$ cat src/rtl/isort_pkg.sv
package isort_pkg;

    localparam int BANK_LINES = 32;
    localparam int MAX_PRIO_W = 6;
    localparam int MAX_LINE_W = 7;

    typedef enum logic {
        CLS_NORM = 1'b0,
        CLS_FAST = 1'b1
    } cls_e;

    typedef enum logic {
        ST_IDLE = 1'b0,
        ST_SCAN = 1'b1
    } scan_st_e;

    typedef struct packed {
        logic                  hit;
        logic [MAX_PRIO_W-1:0] prio;
        logic [MAX_LINE_W-1:0] line;
    } best_t;

    function automatic int prio_width(input int banks);
        return (banks == 1) ? 5 : 6;
    endfunction

    // Lines are visited in ascending order, so "<=" hands ties to the later (higher) line.
    function automatic best_t take_if_better(input best_t cur,
                                             input logic cand,
                                             input logic [MAX_PRIO_W-1:0] p,
                                             input logic [MAX_LINE_W-1:0] line);
        best_t nxt;
        nxt = cur;
        if (cand && (!cur.hit || (p <= cur.prio))) begin
            nxt.hit  = 1'b1;
            nxt.prio = p;
            nxt.line = line;
        end
        return nxt;
    endfunction

endpackage

$ cat src/rtl/isort_cand.sv
module isort_cand
    import isort_pkg::*;
#(
    parameter int NUM_BANKS = 3,
    localparam int N = NUM_BANKS * BANK_LINES
) (
    input  logic [N-1:0] pending,
    input  logic [N-1:0] mask,
    input  logic [N-1:0] steer,
    output logic [N-1:0] cand_norm,
    output logic [N-1:0] cand_fast,
    output logic         any_norm,
    output logic         any_fast
);

    for (genvar b = 0; b < NUM_BANKS; b++) begin : g_bank
        logic [BANK_LINES-1:0] live;
        assign live = pending[b*BANK_LINES +: BANK_LINES] & ~mask[b*BANK_LINES +: BANK_LINES];
        assign cand_norm[b*BANK_LINES +: BANK_LINES] = live & ~steer[b*BANK_LINES +: BANK_LINES];
        assign cand_fast[b*BANK_LINES +: BANK_LINES] = live &  steer[b*BANK_LINES +: BANK_LINES];
    end

    assign any_norm = |cand_norm;
    assign any_fast = |cand_fast;

endmodule

$ cat src/rtl/isort_step.sv
module isort_step
    import isort_pkg::*;
(
    input  best_t                 cur,
    input  logic                  cand,
    input  logic [MAX_PRIO_W-1:0] prio,
    input  logic [MAX_LINE_W-1:0] line,
    output best_t                 nxt
);

    always_comb begin
        nxt = take_if_better(cur, cand, prio, line);
    end

endmodule

$ cat src/rtl/isort_seq.sv
module isort_seq
    import isort_pkg::*;
#(
    parameter int NUM_BANKS = 3,
    localparam int N      = NUM_BANKS * BANK_LINES,
    localparam int PW     = prio_width(NUM_BANKS),
    localparam int IDX_W  = $clog2(N)
) (
    input  logic             clk,
    input  logic             rst,
    input  logic             start,
    input  logic             cls_sel,
    input  logic [N-1:0]     cand_norm,
    input  logic [N-1:0]     cand_fast,
    input  logic [N*PW-1:0]  prio_flat,
    output logic             busy,
    output logic             done,
    output logic [IDX_W-1:0] code
);

    localparam logic [IDX_W-1:0] LAST = IDX_W'(N - 1);

    scan_st_e         st_q;
    cls_e             cls_q;
    logic [IDX_W-1:0] idx_q;
    best_t            best_q;
    best_t            best_nxt;
    logic             cand_bit;
    logic [PW-1:0]    prio_cur;

    always_comb begin
        cand_bit = (cls_q == CLS_FAST) ? cand_fast[idx_q] : cand_norm[idx_q];
        prio_cur = prio_flat[int'(idx_q)*PW +: PW];
    end

    isort_step u_step (
        .cur  (best_q),
        .cand (cand_bit),
        .prio (MAX_PRIO_W'(prio_cur)),
        .line (MAX_LINE_W'(idx_q)),
        .nxt  (best_nxt)
    );

    always_ff @(posedge clk) begin
        if (rst) begin
            st_q   <= ST_IDLE;
            cls_q  <= CLS_NORM;
            idx_q  <= '0;
            best_q <= '0;
            done   <= 1'b0;
            code   <= '0;
        end else begin
            done <= 1'b0;
            case (st_q)
                ST_IDLE: begin
                    if (start) begin
                        st_q   <= ST_SCAN;
                        cls_q  <= cls_e'(cls_sel);
                        idx_q  <= '0;
                        best_q <= '0;
                    end
                end
                ST_SCAN: begin
                    best_q <= best_nxt;
                    if (idx_q == LAST) begin
                        st_q <= ST_IDLE;
                        done <= 1'b1;
                        code <= best_nxt.hit ? best_nxt.line[IDX_W-1:0] : '0;
                    end else begin
                        idx_q <= idx_q + 1'b1;
                    end
                end
                default: st_q <= ST_IDLE;
            endcase
        end
    end

    assign busy = (st_q == ST_SCAN);

endmodule

$ cat src/rtl/prio_sorter_top.sv
module prio_sorter_top
    import isort_pkg::*;
#(
    parameter int NUM_BANKS = 3,
    localparam int N      = NUM_BANKS * BANK_LINES,
    localparam int PW     = prio_width(NUM_BANKS),
    localparam int CODE_W = $clog2(N)
) (
    input  logic              clk,
    input  logic              rst,
    input  logic              start,
    input  logic              cls_sel,
    input  logic [N-1:0]      pending,
    input  logic [N-1:0]      mask,
    input  logic [N-1:0]      steer,
    input  logic [N*PW-1:0]   prio_flat,
    output logic              busy,
    output logic              done,
    output logic [CODE_W-1:0] code,
    output logic              any_norm,
    output logic              any_fast
);

    logic [N-1:0] cand_norm;
    logic [N-1:0] cand_fast;

    isort_cand #(.NUM_BANKS(NUM_BANKS)) u_cand (
        .pending   (pending),
        .mask      (mask),
        .steer     (steer),
        .cand_norm (cand_norm),
        .cand_fast (cand_fast),
        .any_norm  (any_norm),
        .any_fast  (any_fast)
    );

    isort_seq #(.NUM_BANKS(NUM_BANKS)) u_seq (
        .clk       (clk),
        .rst       (rst),
        .start     (start),
        .cls_sel   (cls_sel),
        .cand_norm (cand_norm),
        .cand_fast (cand_fast),
        .prio_flat (prio_flat),
        .busy      (busy),
        .done      (done),
        .code      (code)
    );

endmodule

$ cat config.mk
export PLATFORM = sky130hd
export DESIGN_NAME = prio_sorter_top
export DESIGN_NICKNAME = d
export VERILOG_FILES = /design/src/rtl/isort_pkg.sv /design/src/rtl/isort_cand.sv /design/src/rtl/isort_step.sv /design/src/rtl/isort_seq.sv /design/src/rtl/prio_sorter_top.sv
export SDC_FILE = /design/constraint.sdc
export NUM_CORES = 1
export LEC_CHECK = 0
export BUFFER_PORTS_ARGS = -buffer_cell sky130_fd_sc_hd__buf_2
export CAP_MARGIN = 10
export CELL_PAD_IN_SITES_DETAIL_PLACEMENT = 2
export CELL_PAD_IN_SITES_GLOBAL_PLACEMENT = 2
export CORE_AREA = 2 2 342 344
export CTS_CLUSTER_DIAMETER = 150
export DETAILED_ROUTE_END_ITERATION = 6
export DIE_AREA = 0 0 344 346
export GPL_ROUTABILITY_DRIVEN = 0
export PLACE_DENSITY_LB_ADDON = 0.1
export SLEW_MARGIN = 25
export SYNTH_ARGS = -nofsm -noshare
export SYNTH_HDL_FRONTEND = slang
export SYNTH_SLANG_ARGS = --single-unit
$ cat constraint.sdc
create_clock -name clk -period 10.9 [get_ports clk]
set_input_delay 0.545 -clock clk [delete_from_list [all_inputs] [get_ports clk]]
set_output_delay 0.545 -clock clk [all_outputs]
set_load 0.02 [all_outputs]
# Word-level counts from Yosys, hierarchy flattened
# Index checks and enable logic that the tools add are counted.
[op_classes]
addsub = 1
n_mul = 1
n_lt_le_gt_ge = 2
eq_ne = 4
shift = 1
muxes = 16
bitwise = 16
n_reduce_logical = 10
[op_table]
columns = ["cell", "count"]
rows = [
  ["576-bit by 32-bit variable part select with 6-bit output", 1],
  ["32-bit AND", 9],
  ["32-bit NOT", 6],
  ["96-bit OR reduction", 2],
  ["14-bit two-way mux", 2],
  ["14-bit case mux with 2 select lines", 1],
  ["7-bit two-way mux", 3],
  ["1-bit binary-select mux with 7-bit select", 2],
  ["7-bit case mux with 2 select lines", 1],
  ["7-bit by 2-bit multiplier with 9-bit output, second input constant", 1],
  ["7-bit by 8-bit less-than comparator with 1-bit output, second input constant", 1],
  ["2-bit AND reduction", 4],
  ["7-bit by 1-bit adder with 7-bit output, second input constant", 1],
  ["7-bit == test, second input constant", 1],
  ["6-bit less-or-equal comparator", 1],
  ["1-bit two-way mux", 6],
  ["2-bit inequality test, second input constant", 3],
  ["1-bit case mux with 2 select lines", 1],
  ["2-bit OR reduction", 1],
  ["1-bit logical AND", 1],
  ["1-bit logical NOT", 1],
  ["1-bit logical OR", 1],
  ["1-bit NOT", 1],
]
[totals]
regBits = 31

# Longest topological paths before layout
# Gate-level depths: netlist of the first run.
[depth]
word_depth = 9
mapped_depth = 22

# Cells and area by module
# Synthesis of the first run repeated with hierarchy kept, for this count alone.
[hier_totals]
cells_unflattened = 838
hier_area_um2 = 9851.9
[by_module_without_submodules]
columns = ["module", "instances", "cells_per_inst", "area_each_um2", "seq_area_each_um2"]
rows = [
  ["isort_seq", 1, 543, 7467.2, 620.6],
  ["isort_cand", 1, 258, 1991.9, 0.0],
  ["isort_step", 1, 37, 392.9, 0.0],
]

# Least setup slack after synthesis of the first run
# OpenSTA, ideal clock, no wires.
[synth_path]
path_kind = "register to register"
startpoint = "reg u_seq.idx_q[0]"
endpoint = "reg u_seq.best_q[3] (netlist bit)"
setup_time_ps = 74
arrival_time_ps = 4552
t_required_ps = 10826
slack_ps = 6273
stages_incl_launch_ff = 21
n_path_buf = 7
path_cell_list = "dfxtp_1 -> buf_6 -> buf_6 -> buf_6 -> buf_2 -> buf_2 -> mux4_2 -> mux4_2 -> a22oi_1 -> nand3_1 -> ha_1 -> nor2b_1 -> o21a_1 -> o21a_1 -> o21a_1 -> o21ai_0 -> a21o_1 -> clkbuf_1 -> buf_1 -> nand4_1 -> a31oi_1"
[synth_via]
elab_chain_cells = 7
[synth_lines]
columns = ["element", "line_no", "source"]
rows = [
  ["start: declaration", "isort_seq.sv:25", "logic [IDX_W-1:0] idx_q;"],
  ["start signal: assignment", "isort_seq.sv:70", "idx_q <= idx_q + 1'b1;"],
  ["7-bit by 2-bit multiplier with 9-bit output", "isort_seq.sv:33", "prio_cur = prio_flat[int'(idx_q)*PW +: PW];"],
  ["576-bit by 32-bit variable part select with 6-bit output", "isort_seq.sv:33", ""],
  ["6-bit less-or-equal comparator", "isort_pkg.sv:34", "if (cand && (!cur.hit || (p <= cur.prio))) begin"],
  ["1-bit logical OR", "isort_pkg.sv:34", ""],
  ["1-bit logical AND (*)", "isort_pkg.sv:34", ""],
  ["14-bit two-way mux (*)", "isort_pkg.sv:34", ""],
  ["14-bit case mux with 2 select lines (*)", "isort_seq.sv:54", "case (st_q)"],
  ["end signal: assignment", "isort_seq.sv:64", "best_q <= best_nxt;"],
  ["end: declaration", "isort_seq.sv:26", "best_t best_q;"],
]
# Mark *: on every way between the ends. The rest lies on a longest branch, timed or not. The select of a mux whose other input is x is not followed.
# A chain may end at the register's enable or synchronous reset.

# Final worst setup path of the first run
[layout_path]
startpoint = "reg u_seq.idx_q[1]"
endpoint = "reg u_seq.code[3]"
[layout_via]
elab_chain_cells = 7
[layout_lines]
columns = ["element", "line_no", "source"]
rows = [
  ["7-bit by 2-bit multiplier with 9-bit output", "isort_seq.sv:33", ""],
  ["576-bit by 32-bit variable part select with 6-bit output", "isort_seq.sv:33", ""],
  ["6-bit less-or-equal comparator", "isort_pkg.sv:34", ""],
  ["1-bit logical OR", "isort_pkg.sv:34", ""],
  ["1-bit logical AND", "isort_pkg.sv:34", ""],
  ["14-bit two-way mux", "isort_pkg.sv:34", ""],
  ["7-bit two-way mux", "isort_seq.sv:68", "code <= best_nxt.hit ? best_nxt.line[IDX_W-1:0] : '0;"],
  ["end signal: assignment", "isort_seq.sv:68", ""],
  ["end: declaration", "isort_seq.sv:18", "output logic [IDX_W-1:0] code"],
]
# Several ways; a longest one is shown, not always the timed one. The select of a mux whose other input is x is not followed.

==> metrics, run 1 <==
register bit total from synthesis 31; initial core utilization 8.46%; Max IR drop VDD around 0.042 mV; LEAKAGE 6.10 nW; post-synthesis cell count between 900 and 1000; unrepaired setup endpoints after global routing false; Vias 13100; number of DRC markers in iteration 0 528; Slew Limit Fails 0; vias in the first global route 15300; YS warnings 0; CTS Buffer Depth 2; first-pass GRT wire length 138000 µm; Total Die Area ~120000 µm²; initial antenna violation count 55; R2R Path Start u_seq.idx_q[1]; WP data required 11.11 ns; Post-CTS Setup Bufs 0; CP Capture Type flip-flop; Async SR Flop Fraction 0%; run status finished clean; share of post-route cells with drive strength above 1 64.9%; fill count approximately 14000; 1st-pass router iterations 4; WL per Instance 31.9 µm; Avg Cell Area, Syn around 11 µm²; GRT overflow 0; Die X-Extent 344 µm; leading area contributor after synthesis mux4_2; Antenna Nets Post-Route 0; Min-Delay Path Class reg2reg; Core Region between 100000 and 150000 µm²; Worst R2R Setup Slack 5.37 ns; Chip Height 346 µm; largest net degree at the start of global routing 100; worst-skew pair later-pin latency ~0.29 ns; HPWL after DPL 94300 µm; GR peak layer met2; main area contributors after synthesis mux4_2 47%, nand3b_1 7.5%, nor3b_1 7.3%; routing usage on met3 roughly 3.7%; setup violators final 0; worst reg2reg path depth 15; vias per inst around 4.0; # clock sinks 31; DRC viols 0; combinational share of power 65.3%; PostCTS Resize Cnt 0; CTS tree done; Root Driver clkbuf_16; Synth cell types between 60 and 70; area delta synth->final 64.1%; fin nets 2617; Synth Cell Area a little under 10000 µm²; Post-synth top cells 204 x mux4_2, 98 x nand3b_1, 95 x nor3b_1; Ports 879; sw frac 40.0%; startpoint types flip-flop; Final Hold Viols 0; share of the synthesized area in the top cell type 47.1%; Tmin final 5.53 ns; sequential fraction of the synthesis area 6.36%; Setup crit start u_seq.idx_q[1]; setup TNS 0 ns; critical path arrival 5.73 ns; Worst-path clk slew 0.07 ns; Rel. slew slack 27.4%; standard-cell rows 125; Util after Layout 13.9%; GR met2 Demand/Resource 33.9%; EDFF count, synth 0; Worst setup endpoint u_seq.code[3]; predominant post-synthesis flop cell dfxtp_1; max cap viols 0; cell with the most instances after synthesis mux4_2; maximum clock frequency about 0.18 GHz; cts hold-fix bufs 0; Clock Skew 0.0188 ns; CTS Buf Count 5; Int Pwr around 490 µW; Port-buffer cells 878; period utilization 50.7%; Net Switching 323 µW; Sequential Power Share 15.0%; Slew @ Worst Pin about 1.1 ns; critical path class reg2reg; Mapped Nets 1793; clock share of power 19.7%; DRT Wirelength 105000 µm; global-route track usage on met1 17.6%; Critical R2R Capture u_seq.code[3]; pwr/cell area about 50 nW/µm²; CP max FO 50; GR Util All Layers between 15 and 20%; CTS H-Tree Depth 2
area by class of cell:
| cell class | instances | area, µm² | share of cell area (%) |
|---|---|---|---|
| Antenna cell | 16 | 40.0 | 0.250 |
| Clock buffer | 7 | 153 | 0.953 |
| Clock inverter | 1 | 6.26 | 0.0390 |
| Inverter | 18 | 72.6 | 0.453 |
| Multi-Input combinational cell | 787 | 8630 | 53.9 |
| Sequential cell | 31 | 633 | 3.95 |
| Tap cell | 1524 | 1910 | 11.9 |
| Timing Repair Buffer | 899 | 4580 | 28.6 |
sequential cells by signal, summed over array words and instances, names as in the netlist:
name	cells
u_seq.best_q	14
u_seq.busy	1
u_seq.cls_q	1
u_seq.code	7
u_seq.done	1
u_seq.idx_q	7
power groups by stage:
| stage | Sequential [mW] | Clock [mW] | Combinational [mW] |
|---|---|---|---|
| 2_1_floorplan | 0.119 | 0 | 0.241 |
| 3_3_place_gp | 0.124 | 0 | 0.535 |
| 3_5_place_dp | 0.124 | 0 | 0.542 |
| 4_1_cts | 0.122 | 0.169 | 0.544 |
| 5_1_grt | 0.122 | 0.170 | 0.570 |
| 6_report | 0.121 | 0.159 | 0.527 |
cells in the final DEF (no fill, tap or decap), drive strengths merged, types with 19 or more instances in the layout:
cell type    n
o21ai       26
nand2       36
nor2        28
nor3b       95
mux4       204
dfxtp       31
a31oi       20
inv         19
buf        899
nor4        28
nand3b      98
nand4       43
worst max-delay path, stage by stage (launching register included):
cell	delay (ns)
dfxtp_4	0.86
buf_4	0.71
mux4_2	0.49
mux4_2	0.49
a22oi_1	0.24
nand2_1	0.10
a211oi_2	0.38
ha_1	0.22
nor2b_1	0.05
o21a_1	0.16
o21a_1	0.16
o21a_1	0.15
o21ai_0	0.30
a21o_1	0.66
nand3_1	0.29
o211ai_1	0.17
how the worst min path moves through the flow:
| stage | slack, ns | cells past startpoint | start | end |
|---|---|---|---|---|
| after floorplan | 0.45 | 2 | u_seq.best_q[0] | u_seq.code[0] |
| after global placement | 0.47 | 2 | u_seq.code[5] | u_seq.code[5] |
| after detailed placement | 0.48 | 2 | u_seq.code[5] | u_seq.code[5] |
| after CTS | 0.49 | 2 | u_seq.code[5] | u_seq.code[5] |
| after global routing | 0.51 | 2 | u_seq.code[5] | u_seq.code[5] |
| final | 0.49 | 2 | u_seq.code[5] | u_seq.code[5] |
metal layers:
| layer | wire length, µm | vias up |
|---|---|---|
| met2 | 58400 | 573 |
| met1 | 36900 | 6680 |
| met4 | 2260 | 50 |
| li1 | - | 5663 |
| met3 | 6700 | 115 |
| met5 | 331 | - |
logic make-up (layout without fill, tap and decap cells):
group	after synthesis	in the layout	synth area share, %
AND/OR/NAND/NOR	406	406	27.4
adder cells (fa/ha/maj)	7	7	0.897
XOR/XNOR	5	5	0.449
buffers and inverters	100	925	5.31
other	0	16	0
AO/OA/AOI/OAI	147	147	10.7
flip-flops	31	31	6.36
multiplexers	222	222	48.9
per-stage QoR:
step	std cells	instance area [µm²]	power, mW	hold slack [ns]	setup slack (ns)
final	3283	16000	0.808	0.487	5.37
after global routing	3273	16000	0.862	0.511	4.84
after CTS	3267	16000	0.835	0.488	5.15
after detailed placement	3259	15800	0.666	0.478	5.20
after global placement	3259	15800	0.659	0.469	5.22
after floorplan	918	9760	0.360	0.446	6.27
(Power assumes the default switching activity.)
==> run 2: changes to the inputs <==
Settings changed: CORE_AREA 2 2 342 344 to 2 2 338 340, DIE_AREA 0 0 344 346 to 0 0 340 342.
Clock period 10.9 ns to 5.35 ns, I/O delays scaled along.
==> run 2 against run 1 <==
  * Routed wire length shrank 1.6%
  * Via count rose by 0.95%
  * Worst hold slack got worse by 0.22 ns
  * Worst setup slack worse by 5.0 ns
  * Clock power is 110% higher
  * Largest cell class unchanged
  * Largest power group unchanged
  * Highest routed layer unchanged
==> metrics, run 2 (synthesized netlist as in run 1, its figures left out) <==
Chip Height 342 µm (-1.2%); largest net degree at the start of global routing 60 (-40%); delay-heaviest family, CP compound AO/OA/AOI/OAI gates; period utilization 92.4% (+42 points); fin worst setup slack 0.405 ns (-4.97 ns); post-route insts no fill 3295 (+0.37%); Vias 13200 (+0.95%); Antenna Nets Post-Route 0 (unchanged); WP buf/inv 2 (+1); Tmin final 4.94 ns (-0.583 ns); biggest regs u_seq.best_q: 14 flops, u_seq.code: 7 flops, u_seq.idx_q: 7 flops; Post-CTS Setup Bufs 0 (unchanged); 1st-pass router iterations 5 (+1); LEAKAGE 6.25 nW (+2.3%); Design Area, Final 16200 µm² (+1.3%); vias per inst 4.01 (+0.58%); Rel. slew slack 20.3% (-7.1 points); critical path arrival 5.09 ns (-0.64 ns); maximum clock frequency 0.202 GHz (+12%); max cap viols 0 (unchanged); worst-skew pair later-pin latency 0.29 ns (about the same); Max IR drop VDD 0.0913 mV (+120%); setup TNS 0 ns (unchanged); CP max FO 36 (-28%); Slew Limit Fails 0 (unchanged); DP Worst Slack 0.407 ns (-4.80 ns); Cell Area, Placed 16000 µm² (+1.3%); CTS Buf Count 5 (unchanged); Largest Register u_seq.best_q; Root Driver clkbuf_16; PostCTS Resize Cnt 0 (unchanged); # clock sinks 31 (unchanged); worst reg2reg path depth 15 (unchanged); setup violators final 0 (unchanged); CP max stage cell dfxtp_4; share of post-route cells with drive strength above 1 65.4% (+0.48 points); Min-Delay Path Class in2reg; max incr delay on CP 0.83 ns (-0.03 ns); pwr/cell area 103 nW/µm² (+100%); fill count 13300 (-1.8%); Die X-Extent 340 µm (-1.2%); run status finished clean; Slew @ Worst Pin 1.19 ns (+0.106 ns); HPWL after DPL 93300 µm (-1.1%); Ports 879 (unchanged); DRC viols 0 (unchanged); worst path cell trace buf_12 > mux4_2 > mux4_2 > a22oi_1 > nand3_1 > ha_1 > nor2b_1 > o21a_1 > o21a_1 > o21a_1 > o21ai_0 > a211oi_1 > buf_4 > o21ai_0 > a31oi_1; Inst Count DP 3274 (+0.46%); critical path class reg2reg; GR Util All Layers 17.0% (+0.070 points); WP data required 5.50 ns (-5.61 ns); commonest non-fill, non-tap cell in the layout buf_2; startpoint types flip-flop; area delta synth->final 66.2%; first-pass GRT wire length 136000 µm (-0.99%); GRT overflow 0 (unchanged); Total Die Area 116000 µm² (-2.3%); vias in the first global route 15300 (+0.45%); area of the multi-input gates 8630 µm² (unchanged); Critical Path Stages 15 (unchanged); CTS Buffer Depth 2 (unchanged); fin nets 2644 (+1.0%); CP Capture Type flip-flop; register area 631 µm² (-0.40%); CTS H-Tree Depth 2 (unchanged); standard-cell rows 124 (-0.80%); commonest cells after routing, fill and taps aside 878 x buf_2, 204 x mux4_2, 98 x nand3b_1, 93 x nor3b_1, 44 x buf_4; Core Region 113000 µm² (-2.0%); hold path depth 3 (+1); Clock Skew 0.00890 ns (-0.00988 ns); Final Hold Viols 0 (unchanged); initial core utilization 8.63% (+0.17 points); number of DRC markers in iteration 0 540 (+2.3%); Port-buffer cells 878 (unchanged); WL per Instance 31.2 µm (-2.0%); initial antenna violation count 60 (+9.1%); max reg flops 14 (unchanged); CTS tree done; unrepaired setup endpoints after global routing false; DRT Wirelength 103000 µm (-1.6%); Worst-path clk slew 0.06 ns (about the same); cts hold-fix bufs 0 (unchanged); CP most frequent cell o21a_1
-- run 2: layer usage --
| layer | part of all wire, % | vias to the layer above | global-route usage, % |
|---|---|---|---|
| met5 | 0.25 | - | 0 |
| met4 | 2.3 | 42 | 3.23 |
| met3 | 5.4 | 125 | 3.46 |
| met2 | 57 | 575 | 35.3 |
| met1 | 35 | 6742 | 17.1 |
| li1 | - | 5721 | - |
-- run 2: worst min-delay path, stage by stage --
cell	delay (ns)
buf_2	0.11
mux2i_1	0.07
nor2_1	0.07
-- run 2: through the flow --
step / power, mW / utilization, % / hold slack (ns)
after floorplan: 0.734 / - / 0.415
after global placement: 1.35 / 14.2 / 0.456
after detailed placement: 1.36 / 14.2 / 0.454
after CTS: 1.72 / 14.3 / 0.297
after global routing: 1.78 / 14.3 / 0.348
final: 1.67 / 14.4 / 0.265
-- run 2: final timing paths --
path | from | endpoint | slack, ns
min reg2reg | u_seq.code[5] | u_seq.code[5] | 0.46
max reg2reg | u_seq.idx_q[0] | u_seq.best_q[2] | 0.41
min | cls_sel | u_seq.cls_q | 0.27
max | u_seq.idx_q[0] | u_seq.best_q[2] | 0.41
-- run 2: where the power goes --
| group | switching [mW] | internal [mW] |
|---|---|---|
| Clock | 0.123 | 0.218 |
| Sequential | 0.0201 | 0.234 |
| Combinational | 0.506 | 0.569 |
| Total | 0.648 | 1.02 |
-- run 2: final cells by class --
type                            instances  area share [%]
Clock buffer                            5           0.771
Antenna cell                           13           0.200
Clock inverter                          3           0.239
Tap cell                             1512            11.7
Inverter                               18           0.447
Sequential cell                        31            3.89
Multi-Input combinational cell        787            53.2
Timing Repair Buffer                  926            29.6
